==> config.mk <==
export PLATFORM = sky130hd
export DESIGN_NAME = paged_fetch_seq
export DESIGN_NICKNAME = d
export VERILOG_FILES = /design/src/rtl/pfs_pkg.sv /design/src/rtl/pfs_op_decode.sv /design/src/rtl/pfs_pc_step.sv /design/src/rtl/paged_fetch_seq.sv
export SDC_FILE = /design/constraint.sdc
export NUM_CORES = 1
export LEC_CHECK = 0
export ABC_AREA = 1
export BUFFER_PORTS_ARGS = -buffer_cell sky130_fd_sc_hd__buf_2
export CAP_MARGIN = 20
export CORE_MARGIN = 1
export CORE_UTILIZATION = 58
export DETAILED_ROUTE_END_ITERATION = 10
export HOLD_SLACK_MARGIN = 0.08
export PLACE_DENSITY = 0.8
export SLEW_MARGIN = 20
export SYNTH_ARGS = -nofsm -noshare
export SYNTH_HDL_FRONTEND = slang
export SYNTH_SLANG_ARGS = --single-unit
==> constraint.sdc <==
create_clock -name clk -period 3.4 [get_ports clk]
set_input_delay 0.51 -clock clk [delete_from_list [all_inputs] [get_ports clk]]
set_output_delay 0.51 -clock clk [all_outputs]
set_load 0.01 [all_outputs]
==> src/rtl/pfs_pkg.sv <==
package pfs_pkg;
    typedef enum logic [2:0] {
        OP_IDLE = 3'd0,
        OP_ADV  = 3'd1,
        OP_BR   = 3'd2,
        OP_CALL = 3'd3,
        OP_RET  = 3'd4
    } pfs_op_e;
endpackage

==> src/rtl/pfs_op_decode.sv <==
module pfs_op_decode
    import pfs_pkg::*;
(
    input  logic    adv_i,
    input  logic    br_i,
    input  logic    call_i,
    input  logic    ret_i,
    output pfs_op_e op_o
);
    // Fixed priority: return, call, branch, advance
    always_comb begin
        if (ret_i)       op_o = OP_RET;
        else if (call_i) op_o = OP_CALL;
        else if (br_i)   op_o = OP_BR;
        else if (adv_i)  op_o = OP_ADV;
        else             op_o = OP_IDLE;
    end
endmodule

==> src/rtl/pfs_pc_step.sv <==
module pfs_pc_step #(
    parameter int PC_W = 7
) (
    input  logic [PC_W-1:0] pc_i,
    output logic [PC_W-1:0] pc_inc_o
);
    // Natural width overflow keeps the counter inside its page
    always_comb pc_inc_o = pc_i + PC_W'(1);
endmodule

==> src/rtl/paged_fetch_seq.sv <==
module paged_fetch_seq
    import pfs_pkg::*;
#(
    parameter int PC_W       = 7,
    parameter int PG_W       = 4,
    parameter int RESET_PAGE = 15
) (
    input  logic                 clk,
    input  logic                 rst_n,
    input  logic                 adv_i,
    input  logic                 ldp_i,
    input  logic                 br_i,
    input  logic                 call_i,
    input  logic                 ret_i,
    input  logic                 status_i,
    input  logic [PC_W-1:0]      tgt_i,
    input  logic [PG_W-1:0]      pgval_i,
    output logic [PG_W+PC_W-1:0] fetch_addr_o
);
    localparam logic [PG_W-1:0] PG_RST = PG_W'(RESET_PAGE);

    typedef struct packed {
        logic [PC_W-1:0] pc;
        logic [PG_W-1:0] pg;
        logic [PG_W-1:0] pbuf;
        logic            sv;
        logic [PC_W-1:0] spc;
        logic [PG_W-1:0] spg;
    } seq_st_t;

    seq_st_t         st_d, st_q;
    pfs_op_e         op;
    logic [PC_W-1:0] pc_inc;

    pfs_op_decode u_dec (
        .adv_i  (adv_i),
        .br_i   (br_i),
        .call_i (call_i),
        .ret_i  (ret_i),
        .op_o   (op)
    );

    pfs_pc_step #(.PC_W(PC_W)) u_step (
        .pc_i     (st_q.pc),
        .pc_inc_o (pc_inc)
    );

    always_comb begin
        st_d = st_q;
        if (ldp_i) st_d.pbuf = pgval_i;
        unique case (op)
            OP_ADV: st_d.pc = pc_inc;
            OP_BR: begin
                if (status_i) begin
                    st_d.pg = st_q.pbuf;
                    st_d.pc = tgt_i;
                end else begin
                    st_d.pc = pc_inc;
                end
            end
            OP_CALL: begin
                if (status_i) begin
                    if (!st_q.sv) begin
                        st_d.sv  = 1'b1;
                        st_d.spc = pc_inc;
                        st_d.spg = st_q.pg;
                    end
                    st_d.pg = st_q.pbuf;
                    st_d.pc = tgt_i;
                end else begin
                    st_d.pc = pc_inc;
                end
            end
            OP_RET: begin
                if (st_q.sv) begin
                    st_d.pc = st_q.spc;
                    st_d.pg = st_q.spg;
                    st_d.sv = 1'b0;
                end else begin
                    st_d.pc = pc_inc;
                end
            end
            default: ;
        endcase
    end

    always_ff @(posedge clk) begin
        if (!rst_n) begin
            st_q.pc   <= '0;
            st_q.pg   <= PG_RST;
            st_q.pbuf <= PG_RST;
            st_q.sv   <= 1'b0;
            st_q.spc  <= '0;
            st_q.spg  <= '0;
        end else begin
            st_q <= st_d;
        end
    end

    assign fetch_addr_o = {st_q.pg, st_q.pc};
endmodule

# == Yosys cells after proc, flatten, opt, wreduce, memory -nomap -nowiden ==
# Index checks and enable logic that the tools add are counted.
# op_classes
add_sub_neg,1
n_eq_ne,7
muxes,13
bitwise,1
n_reduce_logical,7
# op_table
operator,n
7-bit one-hot mux with 3 select lines,1
7-bit 2-to-1 mux,2
12-bit 2-to-1 mux,1
11-bit 2-to-1 mux,1
3-bit 2-to-1 mux,3
4-bit 2-to-1 mux,2
4-bit one-hot mux with 2 select lines,1
7-bit by 1-bit adder with 7-bit output (second input constant),1
3-bit by 2-bit == test with 1-bit output (second input constant),2
3-bit AND reduction,2
2-bit inequality test (second input constant),2
2-bit nonzero test,2
3-bit by 1-bit == test with 1-bit output (second input constant),1
3-bit == test (second input constant),1
3-bit nonzero test,1
2-bit by 1-bit inequality test with 1-bit output (second input constant),1
1-bit one-hot mux with 2 select lines,1
2-bit AND reduction,1
2-bit OR reduction,1
1-bit 2-to-1 mux,1
1-bit NOT,1
# totals
reg_bits,27
input_bits,19
wordCells,35

# == Longest topological paths before layout ==
# Gate-level depths: netlist of the first run.
# depth
ltp_word,8
depth_mapped,8
depth_no_buf,8

# == By module ==
# A second synthesis of the first run with hierarchy kept.
# hier_totals
cells_unflattened,290
hier_area_um2,1737.9
# modules_own_cells
mod,instances,cells_each,area_each_um2
paged_fetch_seq,1,262,1574.0
pfs_pc_step,1,22,128.9
pfs_op_decode,1,6,35.0

# == Worst setup path after synthesis of the first run ==
# Ideal clock, no wire load.
# synth_timing
path_type,input -> register
from,input port br_i
to,"register st_q, in the netlist fetch_addr_o[4]"
setup_ps,109
arrival_time_ps,1154
path_slack_ps,2138
cell_stages,7
n_path_buf,1
cell_sequence,nor2_4 -> nand3b_4 -> buf_6 -> o21ai_0 -> inv_1 -> nand2_1 -> inv_1
# synth_via
elab_chain_len,6
# synth_rtl
element,line_no,source
from (decl),paged_fetch_seq.sv:12,"input logic br_i,"
3-bit 2-to-1 mux *,pfs_op_decode.sv:14,else if (br_i) op_o = OP_BR;
3-bit 2-to-1 mux *,pfs_op_decode.sv:13,else if (call_i) op_o = OP_CALL;
3-bit 2-to-1 mux *,pfs_op_decode.sv:12,if (ret_i) op_o = OP_RET;
3-bit by 2-bit == test with 1-bit output,paged_fetch_seq.sv:51,unique case (op)
2-bit OR reduction (no source line),n/a,
7-bit one-hot mux with 3 select lines / 3-bit nonzero test (equally long branches),n/a,
to (signal assigned),paged_fetch_seq.sv:96,st_q <= st_d;
to (decl),paged_fetch_seq.sv:31,"seq_st_t st_d, st_q;"
# Every way passes the cells marked *; elsewhere a longest branch is shown, timed or not.
# A chain may end at the register's enable or synchronous reset.

# == Final worst setup path of the first run ==
# layout_timing
from,input port ret_i
to,register st_q[4] (netlist name)
# layout_via
elab_chain_len,3
# layout_rtl
element,line_no,source
from (decl),paged_fetch_seq.sv:14,"input logic ret_i,"
3-bit 2-to-1 mux,pfs_op_decode.sv:12,
3-bit by 2-bit == test with 1-bit output,paged_fetch_seq.sv:51,
3-bit AND reduction (no source line),n/a,
# No other way between the ends.

==> results_dict.tcl, run 1 <==
set metrics [dict create \
    period_share_pct 45.4 \
    hpwl_um 2230 \
    vias 1376 \
    final_max_slew_viol_count 0 \
    die_y_um 52.9 \
    rr_worst_depth 8 \
    clkPwrFrac_pct 22.9 \
    outcome "finished clean" \
    rrSetupSlack_ns 1.94 \
    post-cts-setup-buffers 0 \
    drt-initial-drc-count 38 \
    p_int_uw 430 \
    async_flop_share_pct 0 \
    final_common_cell "nand2_1" \
    synth_top_flop_cell "dfxtp_1" \
    leakage_uw 0.000802 \
    place_congestion 0.855 \
    critical_path_arrival_ns 1.78 \
    ys_ff_latch 27 \
    grt_usage_pct 23.4 \
    num_antenna_cells 0 \
    hold_violations 0 \
    grt_use_met1_pct 30.3 \
    worstHoldEndpoint "st_q[14]" \
    htree_levels 1 \
    avgSynthCellArea_um2 7.03 \
    start_util_pct 61.3 \
    critical_path_required_ns 3.63 \
    timing.rr.start "fetch_addr_o[0]" \
    combPwrFrac_pct 19.2 \
    syn_to_final_growth_pct 5.82 \
    drive_gt1_share_pct 20.8 \
    fin_setup_tns_ns 0 \
    path_class "in2reg" \
    cp-end-kind "flop" \
    crit_fanout 13 \
    regArea_um2 541 \
    max_freq_mhz 647 \
    num_rows 18 \
    p_sw_share_pct 29.8 \
    maxCapViolCount 0 \
    port_buffers 29 \
    cts_tree "built" \
    dieArea_um2 2800 \
    sequentialPowerShare_pct 57.9 \
    dp_slack_ns 1.52 \
    gr-usage-met2_pct 39.5 \
    dpl.cell_count 257 \
    grt_first_pass_wirelength_um 4790 \
    routed_wl_um 2950 \
    cts.clk_slew.worst_paths_ns 0.15 \
    yosysWarnings 0 \
    grt_start_max_net_pins 25 \
    busiest_layer "met2" \
    cts.sinks 27 \
    worstMarginPinSlew_ns 0.478 \
    synth-edff-count 0 \
    routedWlPerCell_um 11.3 \
    core-area_um2 2450 \
    synth_cells 214 \
    total_power_uw 613 \
    r2r_end "fetch_addr_o[4]" \
    switchingPower_uw 182 \
    gr-usage-met3_pct 3.74 \
    setup_viol 0 \
    holdBufCountCts 0 \
    grt_overflow 0 \
    period_minus_slack_ns 1.55 \
    netlist_area_um2 1510 \
    layout_common_cells "nand2_1, buf_2, dfxtp_1" \
    startpoint_type "input port" \
    multi_input_area_um2 734 \
    power_density_nw_per_um2 385 \
    drt-pass1-iter-count 4 \
    drc_errors 0 \
    grt_pass1_vias 1101 \
    ys_seq_area_share_pct 35.9 \
    setup_ws_ns 1.85 \
    insertion_delay_ns 0.32 \
    slew-limit-headroom_pct 68.1 \
    final_cells 261 \
    cts.path.max_buffers 2 \
    cts_buffers 3 \
    holdPathStages 3 \
    antenna_found_initial 0 \
    viasPerCell 5.27 \
    syn_nets 234 \
    fill_cells 249 \
    hp-class "in2reg" \
    min_from "pgval_i[2]" \
    io_pins 30 \
    postCtsResizedCells 0 \
    rsz0062_at_grt "false" \
    synth.distinct_cells 26 \
    peakVddDrop_v 0.000263 \
    skew_ns 0.00787 \
    cts_root_buf "clkbuf_4" \
    die_w_um 52.9 \
    nNetsFinal 252 \
    antenna_left 0 \
]
-- cells by family after synthesis --
logic type	Yosys count	synth area share [%]
simple gates	96	30.0
xor+xnor	2	1.16
buf+inv	44	15.3
flops	27	35.9
compound gates	44	16.8
fa+ha+maj	1	0.831
-- flip-flops by register name (all words and copies together) (netlist names) --
name	cells
fetch_addr_o	11
st_q	16
-- power groups by stage --
stage               clock (µW)  combinational [µW]  sequential [µW]
finish                     140                 118              355
global route               156                 135              358
CTS                        145                 118              355
detailed placement           0                 118              362
global placement             0                 117              361
floorplan                    0                96.7              357
-- metal layers --
metal | part of all wire, % | routed length, µm
met4 | 0.78 | 23
met3 | 3.8 | 113
met1 | 47 | 1370
met5 | 0 | 0
met2 | 49 | 1440
-- stage by stage --
step | utilization (%) | area, µm² | hold WS (ns)
after detailed placement | 63.7 | 1560 | 0.443
after global routing | 64.9 | 1590 | 0.377
after global placement | 63.7 | 1560 | 0.435
after floorplan | - | 1510 | 0.425
after CTS | 64.9 | 1590 | 0.379
final | 64.9 | 1590 | 0.386
-- worst max-delay path by stage --
| stage | from | endpoint | depth (start not counted) |
|---|---|---|---|
| 4_1_cts | ret_i | st_q[4] | 7 |
| 3_5_place_dp | ret_i | st_q[4] | 7 |
| 5_1_grt | ret_i | st_q[4] | 7 |
| 3_3_place_gp | ret_i | st_q[4] | 7 |
| 6_report | ret_i | st_q[4] | 7 |
| 2_1_floorplan | br_i | fetch_addr_o[4] | 7 |
-- layout make-up --
| class | instances | area share, % |
|---|---|---|
| flip-flops and latches | 27 | 33.9 |
| clock inverters | 1 | 0.471 |
| multi-input cells | 143 | 46.1 |
| well taps | 30 | 2.36 |
| repair buffers | 29 | 9.11 |
| inverters | 28 | 6.60 |
| clock buffers | 3 | 1.41 |
-- worst max-delay path, cell delays in order --
cell and delay, ns:
buf_2 0.15, inv_2 0.18, nand3_2 0.11, nor2_2 0.39, inv_2 0.19, o21ai_0 0.19
a21oi_1 0.05
-- cells in the mapped netlist (3+ instances only) --
cell | instances | share of area (%)
nand2_1 | 45 | 11
dfxtp_1 | 27 | 36
inv_1 | 25 | 6.2
o21ai_0 | 22 | 7.3
nor2_1 | 20 | 5.0
nand3_1 | 19 | 6.3
a21oi_1 | 12 | 4.0
buf_4 | 11 | 5.5
o211ai_1 | 6 | 3.0
buf_6 | 3 | 2.2
inv_2 | 3 | 0.75
nor2_4 | 3 | 2.2
or2_2 | 3 | 1.2
(Power assumes the default switching activity.)
==> inputs of run 2 (changes only) <==
- CORE_UTILIZATION: 58 -> 54
- PLACE_DENSITY: 0.8 -> 0.75
- clock period: 3.4 -> 1.6 ns (I/O delays scaled with it)
==> results_dict.tcl, run 2 (synthesized netlist as in run 1, its figures left out) <==
set metrics [dict create \
    outcome "finished clean" \
    holdPathStages 3 \
    setup_viol 0 \
    period_share_pct 89.6 \
    startpoint_type "flop" \
    cts.clk_slew.worst_paths_ns 0.16 \
    maxCapViolCount 0 \
    start_util_pct 59.1 \
    worstMarginPinSlew_ns 0.379 \
    fin_setup_tns_ns 0 \
    htree_levels 1 \
    final_cells 264 \
    hpwl_um 2400 \
    r2r_end "fetch_addr_o[4]" \
    die_w_um 54.8 \
    cts.sinks 27 \
    antenna_left 0 \
    final_max_slew_viol_count 0 \
    die_y_um 54.8 \
    postPlaceCellArea_um2 1590 \
    nNetsFinal 255 \
    vias 1411 \
    rrSetupSlack_ns 0.17 \
    hp-class "in2reg" \
    num_rows 18 \
    cp-end-kind "flop" \
    timing.rr.start "fetch_addr_o[0]" \
    leakage_uw 0.000818 \
    layout_common_cells "nand2_1, buf_2, inv_1, dfxtp_1, o21ai_0" \
    min_from "pgval_i[2]" \
    routed_wl_um 3250 \
    final_common_cell "nand2_1" \
    fill_cells 243 \
    critical_path_required_ns 1.90 \
    port_buffers 29 \
    drc_errors 0 \
    cts.path.max_buffers 2 \
    drive_gt1_share_pct 23.1 \
    crit_fanout 5 \
    fin_area_um2 1620 \
    syn_to_final_growth_pct 7.65 \
    grt_usage_pct 25.2 \
    skew_ns 0.00529 \
    viasPerCell 5.34 \
    insertion_delay_ns 0.33 \
    rr_worst_depth 8 \
    peakVddDrop_v 0.000688 \
    largest-register "st_q" \
    max_freq_mhz 698 \
    dp_slack_ns 0.165 \
    antenna_found_initial 0 \
    slew-limit-headroom_pct 74.7 \
    largest_reg_flops 16 \
    dpl.cell_count 260 \
    grt_pass1_vias 1272 \
    worstHoldEndpoint "st_q[14]" \
    io_pins 30 \
    dieArea_um2 3000 \
    hold_violations 0 \
    grt_first_pass_wirelength_um 5490 \
    period_minus_slack_ns 1.43 \
    setup_ws_ns 0.167 \
    grt_overflow 0 \
    holdBufCountCts 0 \
    drt-pass1-iter-count 5 \
    path_class "reg2reg" \
    rsz0062_at_grt "false" \
    routedWlPerCell_um 12.3 \
    grt_start_max_net_pins 25 \
    cts_tree "built" \
    drt-initial-drc-count 40 \
    power_density_nw_per_um2 821 \
    critical_path_arrival_ns 1.73 \
    core-area_um2 2540 \
    cts_buffers 3 \
    num_antenna_cells 0 \
    cts_root_buf "clkbuf_4" \
    place_congestion 0.875 \
]
[run 2: cell count changes in the layout (fill, tap and decap cells not counted), sizes merged]
cell | before | now
buf | 29 | 32
[run 2: where the power goes]
part	internal [µW]	total (µW)	switching, µW
clock	95.8	315	220
sequential	721	755	34.2
combinational	104	260	156
total	920	1330	410
[run 2: cell type report]
| class | count | area [µm²] | share of cell area, % |
|---|---|---|---|
| clock inverter | 1 | 7.51 | 0.463 |
| tap | 30 | 37.5 | 2.32 |
| inverter | 28 | 105 | 6.49 |
| sequential | 27 | 543 | 33.5 |
| clock buffer | 3 | 22.5 | 1.39 |
| timing repair buffer | 32 | 168 | 10.3 |
| multi-input combinational | 143 | 737 | 45.5 |
[run 2: per-layer routing]
layer / track usage, % / share of wire, % / up-vias
met5: 0 / 0 / -
met4: 8.97 / 1.0 / 0
met3: 2.50 / 5.4 / 4
met2: 41.6 / 47 / 49
met1: 33.5 / 46 / 642
li1: - / - / 716
[run 2: worst max-delay path by stage]
stage,from,end,slack (ns),cells after the start
2_1_floorplan,fetch_addr_o[0],fetch_addr_o[4],0.36,8
3_3_place_gp,fetch_addr_o[1],fetch_addr_o[4],0.29,8
3_5_place_dp,fetch_addr_o[0],fetch_addr_o[4],0.17,8
4_1_cts,fetch_addr_o[0],fetch_addr_o[4],0.12,8
5_1_grt,fetch_addr_o[0],fetch_addr_o[4],0.02,8
6_report,fetch_addr_o[0],fetch_addr_o[4],0.17,8
[run 2: repair_timing]
| action | in CTS | in global routing |
|---|---|---|
| setup buffers | 0 | 0 |
| resized for setup | 0 | 3 |
| setup endpoints to repair | 0 | 1 |
[run 2: critical path, stage by stage, from the launching register on]
cell     delay, ns
dfxtp_2       0.40
ha_1          0.20
nand2_1       0.14
nor2_2        0.13
xor2_1        0.25
nand2_1       0.09
nand3_1       0.10
nand2_1       0.05
inv_1         0.04
[run 2: per-stage QoR]
stage	hold WS, ns	total power, µW	util (%)
2_1_floorplan	0.351	964	-
3_3_place_gp	0.446	1020	62.3
3_5_place_dp	0.446	1030	62.3
4_1_cts	0.0932	1340	63.5
5_1_grt	0.0937	1400	63.7
6_report	0.0978	1330	63.7
